==> src/rtl/dma_irq_pkg.sv <==
package dma_irq_pkg;
  localparam int DATA_W   = 32;
  localparam int CNT_W    = 8;
  localparam int CNT_LSB  = 16;
  localparam int ADDR_W   = 2;
  localparam int NIB_W    = 4;
  localparam int VEC_W    = 2 * NIB_W;
  localparam int NUM_CH   = 2;
  localparam int TX_ERR_POS = 1;
  localparam int RX_ERR_POS = 2;

  typedef enum logic [ADDR_W-1:0] {
    SEL_TX   = 2'd0,
    SEL_RX   = 2'd1,
    SEL_MASK = 2'd2,
    SEL_VEC  = 2'd3
  } reg_sel_e;
endpackage

==> src/rtl/dma_stat_chan.sv <==
module dma_stat_chan #(
  parameter int DATA_W  = 32,
  parameter int CNT_W   = 8,
  parameter int CNT_LSB = 16,
  parameter int ERR_POS = 1
) (
  input  logic              clk,
  input  logic              rst_n,
  input  logic              done_i,
  input  logic              err_i,
  input  logic              ack_we_i,
  input  logic [DATA_W-1:0] ack_data_i,
  output logic [DATA_W-1:0] stat_o
);
  logic [CNT_W-1:0] cnt_q, cnt_d;
  logic             evt_q, evt_d;
  logic             err_q, err_d;
  logic             inc, dec, clr;

  assign inc = done_i;
  assign dec = ack_we_i & ack_data_i[0];
  assign clr = ack_we_i & ack_data_i[ERR_POS];

  always_comb begin
    cnt_d = cnt_q;
    evt_d = evt_q;
    if (inc && !dec) begin
      cnt_d = cnt_q + 1'b1;
      evt_d = 1'b1;
    end else if (dec && !inc) begin
      cnt_d = cnt_q - 1'b1;
      if (cnt_d == '0) evt_d = 1'b0;
    end else if (inc && dec) begin
      evt_d = 1'b1;
    end
    err_d = err_i | (err_q & ~clr);
  end

  always_ff @(posedge clk or negedge rst_n) begin
    if (!rst_n) begin
      cnt_q <= '0;
      evt_q <= 1'b0;
      err_q <= 1'b0;
    end else begin
      cnt_q <= cnt_d;
      evt_q <= evt_d;
      err_q <= err_d;
    end
  end

  always_comb begin
    stat_o                   = '0;
    stat_o[CNT_LSB +: CNT_W] = cnt_q;
    stat_o[0]                = evt_q;
    stat_o[ERR_POS]          = err_q;
  end


  inc_step_chk: assert property (@(posedge clk) disable iff (!rst_n)
    (inc && !dec) |=> (cnt_q == CNT_W'($past(cnt_q) + 1'b1)) && evt_q);


  last_ack_chk: assert property (@(posedge clk) disable iff (!rst_n)
    (dec && !inc && cnt_q == CNT_W'(1)) |=> !evt_q && cnt_q == '0);


  ack_keep_chk: assert property (@(posedge clk) disable iff (!rst_n)
    (dec && !inc && cnt_q != CNT_W'(1) && evt_q) |=> evt_q);


  same_cycle_chk: assert property (@(posedge clk) disable iff (!rst_n)
    (inc && dec) |=> $stable(cnt_q) && evt_q);


  err_set_chk: assert property (@(posedge clk) disable iff (!rst_n)
    err_i |=> err_q);


  err_clr_chk: assert property (@(posedge clk) disable iff (!rst_n)
    (clr && !err_i) |=> !err_q);
endmodule

==> src/rtl/dma_irq_comb.sv <==
module dma_irq_comb #(
  parameter int NIB_W  = 4,
  parameter int DATA_W = 32,
  localparam int VEC_W = 2 * NIB_W
) (
  input  logic              clk,
  input  logic              rst_n,
  input  logic [NIB_W-1:0]  tx_nib_i,
  input  logic [NIB_W-1:0]  rx_nib_i,
  input  logic              mask_we_i,
  input  logic [DATA_W-1:0] mask_data_i,
  output logic [VEC_W-1:0]  mask_o,
  output logic [VEC_W-1:0]  vec_o,
  output logic              irq_o
);
  logic [VEC_W-1:0] mask_q;

  always_ff @(posedge clk or negedge rst_n) begin
    if (!rst_n) begin
      mask_q <= '0;
      irq_o  <= 1'b0;
    end else begin
      if (mask_we_i) mask_q <= mask_data_i[VEC_W-1:0];
      irq_o <= |vec_o;
    end
  end

  assign mask_o = mask_q;
  assign vec_o  = {rx_nib_i, tx_nib_i} & mask_q;


  irq_lag_chk: assert property (@(posedge clk) disable iff (!rst_n)
    1'b1 |=> irq_o == $past(|vec_o));


  vec_in_mask_chk: assert property (@(posedge clk) disable iff (!rst_n)
    (vec_o & ~mask_q) == '0);
endmodule

==> src/rtl/dma_irq_agg.sv <==
module dma_irq_agg
  import dma_irq_pkg::*;
(
  input  logic              clk,
  input  logic              rst_n,
  input  logic              tx_done_i,
  input  logic              tx_underrun_i,
  input  logic              rx_done_i,
  input  logic              rx_overflow_i,
  input  logic              wr_en_i,
  input  logic [ADDR_W-1:0] wr_addr_i,
  input  logic [DATA_W-1:0] wr_data_i,
  input  logic [ADDR_W-1:0] rd_addr_i,
  output logic [DATA_W-1:0] rd_data_o,
  output logic              irq_o
);
  logic [NUM_CH-1:0]  done_v, err_v, we_v;
  logic [DATA_W-1:0]  stat [NUM_CH];
  logic [VEC_W-1:0]   mask_w, vec_w;
  logic               mask_we;

  assign done_v = {rx_done_i, tx_done_i};
  assign err_v  = {rx_overflow_i, tx_underrun_i};
  assign we_v[0] = wr_en_i && (wr_addr_i == SEL_TX);
  assign we_v[1] = wr_en_i && (wr_addr_i == SEL_RX);
  assign mask_we = wr_en_i && (wr_addr_i == SEL_MASK);

  for (genvar g = 0; g < NUM_CH; g++) begin : g_chan
    dma_stat_chan #(
      .DATA_W (DATA_W),
      .CNT_W  (CNT_W),
      .CNT_LSB(CNT_LSB),
      .ERR_POS((g == 0) ? TX_ERR_POS : RX_ERR_POS)
    ) u_chan (
      .clk       (clk),
      .rst_n     (rst_n),
      .done_i    (done_v[g]),
      .err_i     (err_v[g]),
      .ack_we_i  (we_v[g]),
      .ack_data_i(wr_data_i),
      .stat_o    (stat[g])
    );
  end

  dma_irq_comb #(
    .NIB_W (NIB_W),
    .DATA_W(DATA_W)
  ) u_comb (
    .clk        (clk),
    .rst_n      (rst_n),
    .tx_nib_i   (stat[0][NIB_W-1:0]),
    .rx_nib_i   (stat[1][NIB_W-1:0]),
    .mask_we_i  (mask_we),
    .mask_data_i(wr_data_i),
    .mask_o     (mask_w),
    .vec_o      (vec_w),
    .irq_o      (irq_o)
  );

  always_comb begin
    rd_data_o = '0;
    case (rd_addr_i)
      SEL_TX:   rd_data_o = stat[0];
      SEL_RX:   rd_data_o = stat[1];
      SEL_MASK: rd_data_o[VEC_W-1:0] = mask_w;
      default:  rd_data_o[VEC_W-1:0] = vec_w;
    endcase
  end


  tx_unused_zero_chk: assert property (@(posedge clk) disable iff (!rst_n)
    (stat[0] & ~32'h00FF_0003) == '0);


  rx_unused_zero_chk: assert property (@(posedge clk) disable iff (!rst_n)
    (stat[1] & ~32'h00FF_0005) == '0);
endmodule

==> config.mk <==
export PLATFORM = sky130hd
export DESIGN_NAME = dma_irq_agg
export DESIGN_NICKNAME = d
export VERILOG_FILES = /design/src/rtl/dma_irq_pkg.sv /design/src/rtl/dma_stat_chan.sv /design/src/rtl/dma_irq_comb.sv /design/src/rtl/dma_irq_agg.sv
export SDC_FILE = /design/constraint.sdc
export NUM_CORES = 1
export LEC_CHECK = 0
export BUFFER_PORTS_ARGS = -buffer_cell sky130_fd_sc_hd__clkbuf_2
export CORE_MARGIN = 2
export CORE_UTILIZATION = 30
export DETAILED_ROUTE_END_ITERATION = 10
export SETUP_SLACK_MARGIN = 0.05
export SYNTH_ARGS = -nofsm -noshare
export SYNTH_HDL_FRONTEND = slang
export SYNTH_HIERARCHICAL = 1
export SYNTH_SLANG_ARGS = --single-unit
==> constraint.sdc <==
create_clock -name clk -period 2 [get_ports clk]
set_input_delay 0.3 -clock clk [delete_from_list [all_inputs] [get_ports clk]]
set_output_delay 0.3 -clock clk [all_outputs]
set_load 0.01 [all_outputs]
==> flow_summary.html <==
<table>
<tr><th>Metric</th><th>Value</th></tr>
<tr><th colspan="2">Clock tree</th></tr>
<tr><td>Worst-path clk slew</td><td>70 ps</td></tr>
<tr><td>Hold-fix buffer count after cts</td><td>0</td></tr>
<tr><td>Number of H-tree branching levels</td><td>2</td></tr>
<tr><td>Count of buffers added by post-CTS timing repair for setup</td><td>0</td></tr>
<tr><td>Number of gates resized after CTS</td><td>0</td></tr>
<tr><td>CTS buffer count</td><td>5</td></tr>
<tr><td>Source-to-sink clock delay at the later pin of the worst-skew pair</td><td>280 ps</td></tr>
<tr><td>CTS Sinks</td><td>29</td></tr>
<tr><td>Clock root buffer</td><td>sky130_fd_sc_hd__clkbuf_8</td></tr>
<tr><td>TritonCTS clock tree</td><td>built</td></tr>
<tr><td>Clock Tree Buf Depth</td><td>2</td></tr>
<tr><th colspan="2">Place</th></tr>
<tr><td>Total instance count after detailed placement</td><td>459</td></tr>
<tr><td>Post-detailed-placement half-perimeter wirelength</td><td>4330 um</td></tr>
<tr><td>Port Buf Inserts</td><td>35</td></tr>
<tr><td>Worst slack after detailed placement</td><td>-23.8 ps</td></tr>
<tr><td>Weighted congestion reported at the end of routability-driven placement</td><td>0.755</td></tr>
<tr><th colspan="2">Worst setup path</th></tr>
<tr><td>List of cells traversed by the critical path</td><td>inv_1 &gt; ha_1 &gt; o41ai_1 &gt; o211ai_1 &gt; a211o_1</td></tr>
<tr><td>Worst setup SP type</td><td>register</td></tr>
<tr><td>Cell family with most CP delay</td><td>compound AO/OA/AOI/OAI gates</td></tr>
<tr><td>WP data arrival</td><td>2000 ps</td></tr>
<tr><td>Data required time of the worst path</td><td>2170 ps</td></tr>
<tr><td>CP Launch Point</td><td>g_chan[1].u_chan/cnt_q[1]</td></tr>
<tr><td>Worst-case reg-to-reg path depth</td><td>5</td></tr>
<tr><td>Register-to-register path setup slack</td><td>170 ps</td></tr>
<tr><td>Crit Path Category</td><td>register to register</td></tr>
<tr><td>End of the worst register-to-register path</td><td>g_chan[1].u_chan/evt_q</td></tr>
<tr><td>Slowest stage cell, crit path</td><td>sky130_fd_sc_hd__dfrtp_1</td></tr>
<tr><td>Largest stage delay on the critical path</td><td>460 ps</td></tr>
<tr><td>Reg2reg start</td><td>g_chan[1].u_chan/cnt_q[1]</td></tr>
<tr><td>Biggest fanout along the worst timing path</td><td>6</td></tr>
<tr><td>Element type at the critical path end</td><td>register</td></tr>
<tr><td>Crit path buf inv count</td><td>1</td></tr>
<tr><th colspan="2">GRT</th></tr>
<tr><td>All-layer global routing usage</td><td>11.1%</td></tr>
<tr><td>Largest net degree at the start of global routing</td><td>30</td></tr>
<tr><td>Via count of the first global-routing pass</td><td>1974</td></tr>
<tr><td>Wire length of the first global-routing pass</td><td>9270 um</td></tr>
<tr><td>Initial antenna violation count</td><td>0</td></tr>
<tr><td>Remaining global-route overflow</td><td>0</td></tr>
<tr><th colspan="2">Power and ir drop</th></tr>
<tr><td>Worst-case vdd ir drop</td><td>380 uV</td></tr>
<tr><td>PnR Total Power</td><td>3130 uW</td></tr>
<tr><td>Pwr dens</td><td>1020 nW/um2</td></tr>
<tr><td>Leakage power total</td><td>0.00143 uW</td></tr>
<tr><th colspan="2">Synthesis</th></tr>
<tr><td>Largest cells by area after synthesis</td><td>sky130_fd_sc_hd__dfrtp_1 25%, sky130_fd_sc_hd__buf_4 13%, sky130_fd_sc_hd__mux2i_1 9.3%, sky130_fd_sc_hd__ha_1 5.2%, sky130_fd_sc_hd__xnor2_1 4.2%</td></tr>
<tr><td>Fraction of the yosys area taken by sequential cells</td><td>25.1%</td></tr>
<tr><td>Unique masters post-synth</td><td>53</td></tr>
<tr><td>Post-synth EDFFs</td><td>0</td></tr>
<tr><td>Synth Register Bits</td><td>29</td></tr>
<tr><td>Async set or reset register ratio after synthesis</td><td>100%</td></tr>
<tr><td>Mapped Area</td><td>2890 um2</td></tr>
<tr><td>Share of the synthesized area in the top cell type</td><td>25.1%</td></tr>
<tr><td>Cell types with the highest counts after synthesis</td><td>49 x sky130_fd_sc_hd__buf_4, 30 x sky130_fd_sc_hd__nor2_1, 29 x sky130_fd_sc_hd__dfrtp_1, 27 x sky130_fd_sc_hd__mux2i_1, 19 x sky130_fd_sc_hd__nand2_1</td></tr>
<tr><td>Cell count after synthesis</td><td>308</td></tr>
<tr><td>Flip-flop cell with the highest count after synthesis</td><td>sky130_fd_sc_hd__dfrtp_1</td></tr>
<tr><td>Average cell area after synthesis</td><td>9.39 um2</td></tr>
<tr><td>Most numerous cell in the Yosys netlist</td><td>sky130_fd_sc_hd__buf_4</td></tr>
<tr><td>Post-synth top area cell</td><td>sky130_fd_sc_hd__dfrtp_1</td></tr>
<tr><td>Syn. warnings</td><td>6</td></tr>
<tr><th colspan="2">Floorplan</th></tr>
<tr><td>Die span in x</td><td>102 um</td></tr>
<tr><td>Floorplan die area</td><td>10400 um2</td></tr>
<tr><td>Area of the core region</td><td>9280 um2</td></tr>
<tr><td>Cell Rows</td><td>35</td></tr>
<tr><td>Die Y-Extent</td><td>102 um</td></tr>
<tr><td>Initial standard-cell utilization of the core</td><td>31.1%</td></tr>
<tr><td>Boundary Pins</td><td>76</td></tr>
<tr><th colspan="2">Layout</th></tr>
<tr><td>Multi-input logic area</td><td>1760 um2</td></tr>
<tr><td>Share of cells above drive strength 1</td><td>23.4%</td></tr>
<tr><td>Layout Cells excl Fill</td><td>467</td></tr>
<tr><td>ANT cells</td><td>0</td></tr>
<tr><td>Area growth from synthesis to layout</td><td>5.71%</td></tr>
<tr><td>Number of fillers in the final layout</td><td>972</td></tr>
<tr><td>Storage element area</td><td>726 um2</td></tr>
<tr><td>Nets@finish</td><td>392</td></tr>
<tr><td>Final standard cell utilization of the core</td><td>32.9%</td></tr>
<tr><th colspan="2">Timing</th></tr>
<tr><td>Number of failing setup endpoints in the final timing report</td><td>0</td></tr>
<tr><td>Slew at the pin with the worst max-slew slack</td><td>767 ps</td></tr>
<tr><td>Tmin final</td><td>1830 ps</td></tr>
<tr><td>Post-route clock skew</td><td>6.80 ps</td></tr>
<tr><td>Post-route worst setup slack</td><td>173 ps</td></tr>
<tr><td>Unrepaired setup endpoints after global routing</td><td>no</td></tr>
<tr><td>Final Max Slew Viols</td><td>0</td></tr>
<tr><td>Final Cycle Share</td><td>91.4%</td></tr>
<tr><td>Number of hold violations in the final report</td><td>0</td></tr>
<tr><td>Worst slew margin relative to its limit</td><td>48.9%</td></tr>
<tr><td>Max frequency</td><td>0.547 GHz</td></tr>
<tr><th colspan="2">Run</th></tr>
<tr><td>Max_cap viols</td><td>0</td></tr>
<tr><th colspan="2">Routing</th></tr>
<tr><td>Initial DRC Count</td><td>83</td></tr>
<tr><td>Number of antenna-violating nets in the routed design</td><td>0</td></tr>
<tr><td>Wire length reported by the detailed router</td><td>5560 um</td></tr>
<tr><td>Avg Vias per Cell</td><td>4.38</td></tr>
<tr><td>Total vias in the final route</td><td>2044</td></tr>
<tr><td>DRC viols</td><td>0</td></tr>
<tr><td>Average routed wire per standard cell</td><td>11.9 um</td></tr>
<tr><td>Initial DRT Pass Iterations</td><td>4</td></tr>
<tr><th colspan="2">Status</th></tr>
<tr><td>Run status</td><td>completed</td></tr>
<tr><th colspan="2">Hold path</th></tr>
<tr><td>Min-Delay Path Class</td><td>input port to asynchronous set/reset pin</td></tr>
</table>
-- where the power goes --
part | switching, uW | leakage [uW] | internal, uW
Combinational | 684 | 0.00104 | 714
Clock | 231 | 0.0000542 | 311
Sequential | 403 | 0.000333 | 782
Total | 1320 | 0.00143 | 1810
-- area by class of cell --
class,instances,share of cell area [%]
inverter,11,1.35
clock inverter,1,0.164
timing repair buffer,47,8.68
tap,129,5.28
multi-input combinational,243,57.6
sequential,29,23.7
clock buffer,7,3.15
-- metrics by stage --
step	cell area, um2	hold slack, ps	TNS, ps
after CTS	3060	110	0
after detailed placement	2960	418	-23.8
after floorplan	3050	4.41	0
after global routing	3060	148	0
after global placement	2960	413	-75.7
final	3060	78.1	0
-- worst register-to-register path, stage by stage (launching register included) --
cell	delay, ps
sky130_fd_sc_hd__dfrtp_1	460
sky130_fd_sc_hd__inv_1	110
sky130_fd_sc_hd__ha_1	250
sky130_fd_sc_hd__o41ai_1	430
sky130_fd_sc_hd__o211ai_1	160
sky130_fd_sc_hd__a211o_1	310
-- layout by cell type (no fill, tap or decap), types with 3 or more instances in the layout --
cell,synthesis,final
sky130_fd_sc_hd__conb_1,2,44
sky130_fd_sc_hd__clkbuf_2,0,35
sky130_fd_sc_hd__nor2_1,30,30
sky130_fd_sc_hd__dfrtp_1,29,29
sky130_fd_sc_hd__mux2i_1,27,27
sky130_fd_sc_hd__nand2_1,19,19
sky130_fd_sc_hd__xnor2_1,14,14
sky130_fd_sc_hd__ha_1,12,12
sky130_fd_sc_hd__buf_4,49,12
sky130_fd_sc_hd__inv_1,11,11
sky130_fd_sc_hd__mux2_2,8,8
sky130_fd_sc_hd__clkbuf_8,1,7
sky130_fd_sc_hd__and2_1,7,7
sky130_fd_sc_hd__mux4_2,5,5
sky130_fd_sc_hd__nor3b_1,4,4
sky130_fd_sc_hd__nand4_1,4,4
sky130_fd_sc_hd__nand3_1,4,4
sky130_fd_sc_hd__nor3_1,4,4
sky130_fd_sc_hd__a21oi_1,4,4
sky130_fd_sc_hd__o21ai_0,4,4
sky130_fd_sc_hd__mux4_1,3,3
sky130_fd_sc_hd__o21ai_1,3,3
sky130_fd_sc_hd__nor4_2,3,3
-- flip-flops by register name, indices dropped and copies added (netlist names) --
name / count
g_chan.u_chan/cnt_q: 16
u_comb/mask_o: 8
g_chan.u_chan/err_q: 2
g_chan.u_chan/evt_q: 2
u_comb/irq_o: 1
-- logic make-up (layout without fill, tap and decap cells) --
| group | Yosys count | in the layout | share of synthesized area (%) |
|---|---|---|---|
| multiplexers | 43 | 43 | 19.1 |
| AO/OA/AOI/OAI | 29 | 29 | 7.14 |
| adder cells (fa/ha/maj) | 12 | 12 | 5.19 |
| buffers and inverters | 78 | 66 | 19.4 |
| XOR/XNOR | 16 | 16 | 4.85 |
| AND/OR/NAND/NOR | 99 | 99 | 19.0 |
| other | 2 | 44 | 0.260 |
| flip-flops | 29 | 29 | 25.1 |
-- how the worst max path moves through the flow --
| stage | end | slack (ps) | depth (start not counted) |
|---|---|---|---|
| global route | g_chan[1].u_chan/evt_q | 90 | 5 |
| detailed placement | g_chan[0].u_chan/cnt_q[7] | -20 | 8 |
| global placement | g_chan[0].u_chan/cnt_q[7] | -40 | 8 |
| floorplan | g_chan[0].u_chan/cnt_q[7] | 250 | 7 |
| finish | g_chan[1].u_chan/evt_q | 170 | 5 |
| CTS | rd_data_o[4] | 170 | 3 |
-- per-layer routing --
layer / vias up / global-route usage [%] / share of wire [%]
li1: 1033 / - / -
met1: 979 / 13.7 / 43
met2: 27 / 19.6 / 53
met3: 5 / 2.33 / 3.1
met4: 0 / 2.97 / 0.97
met5: - / 0 / 0
(Power assumes the default switching activity.)
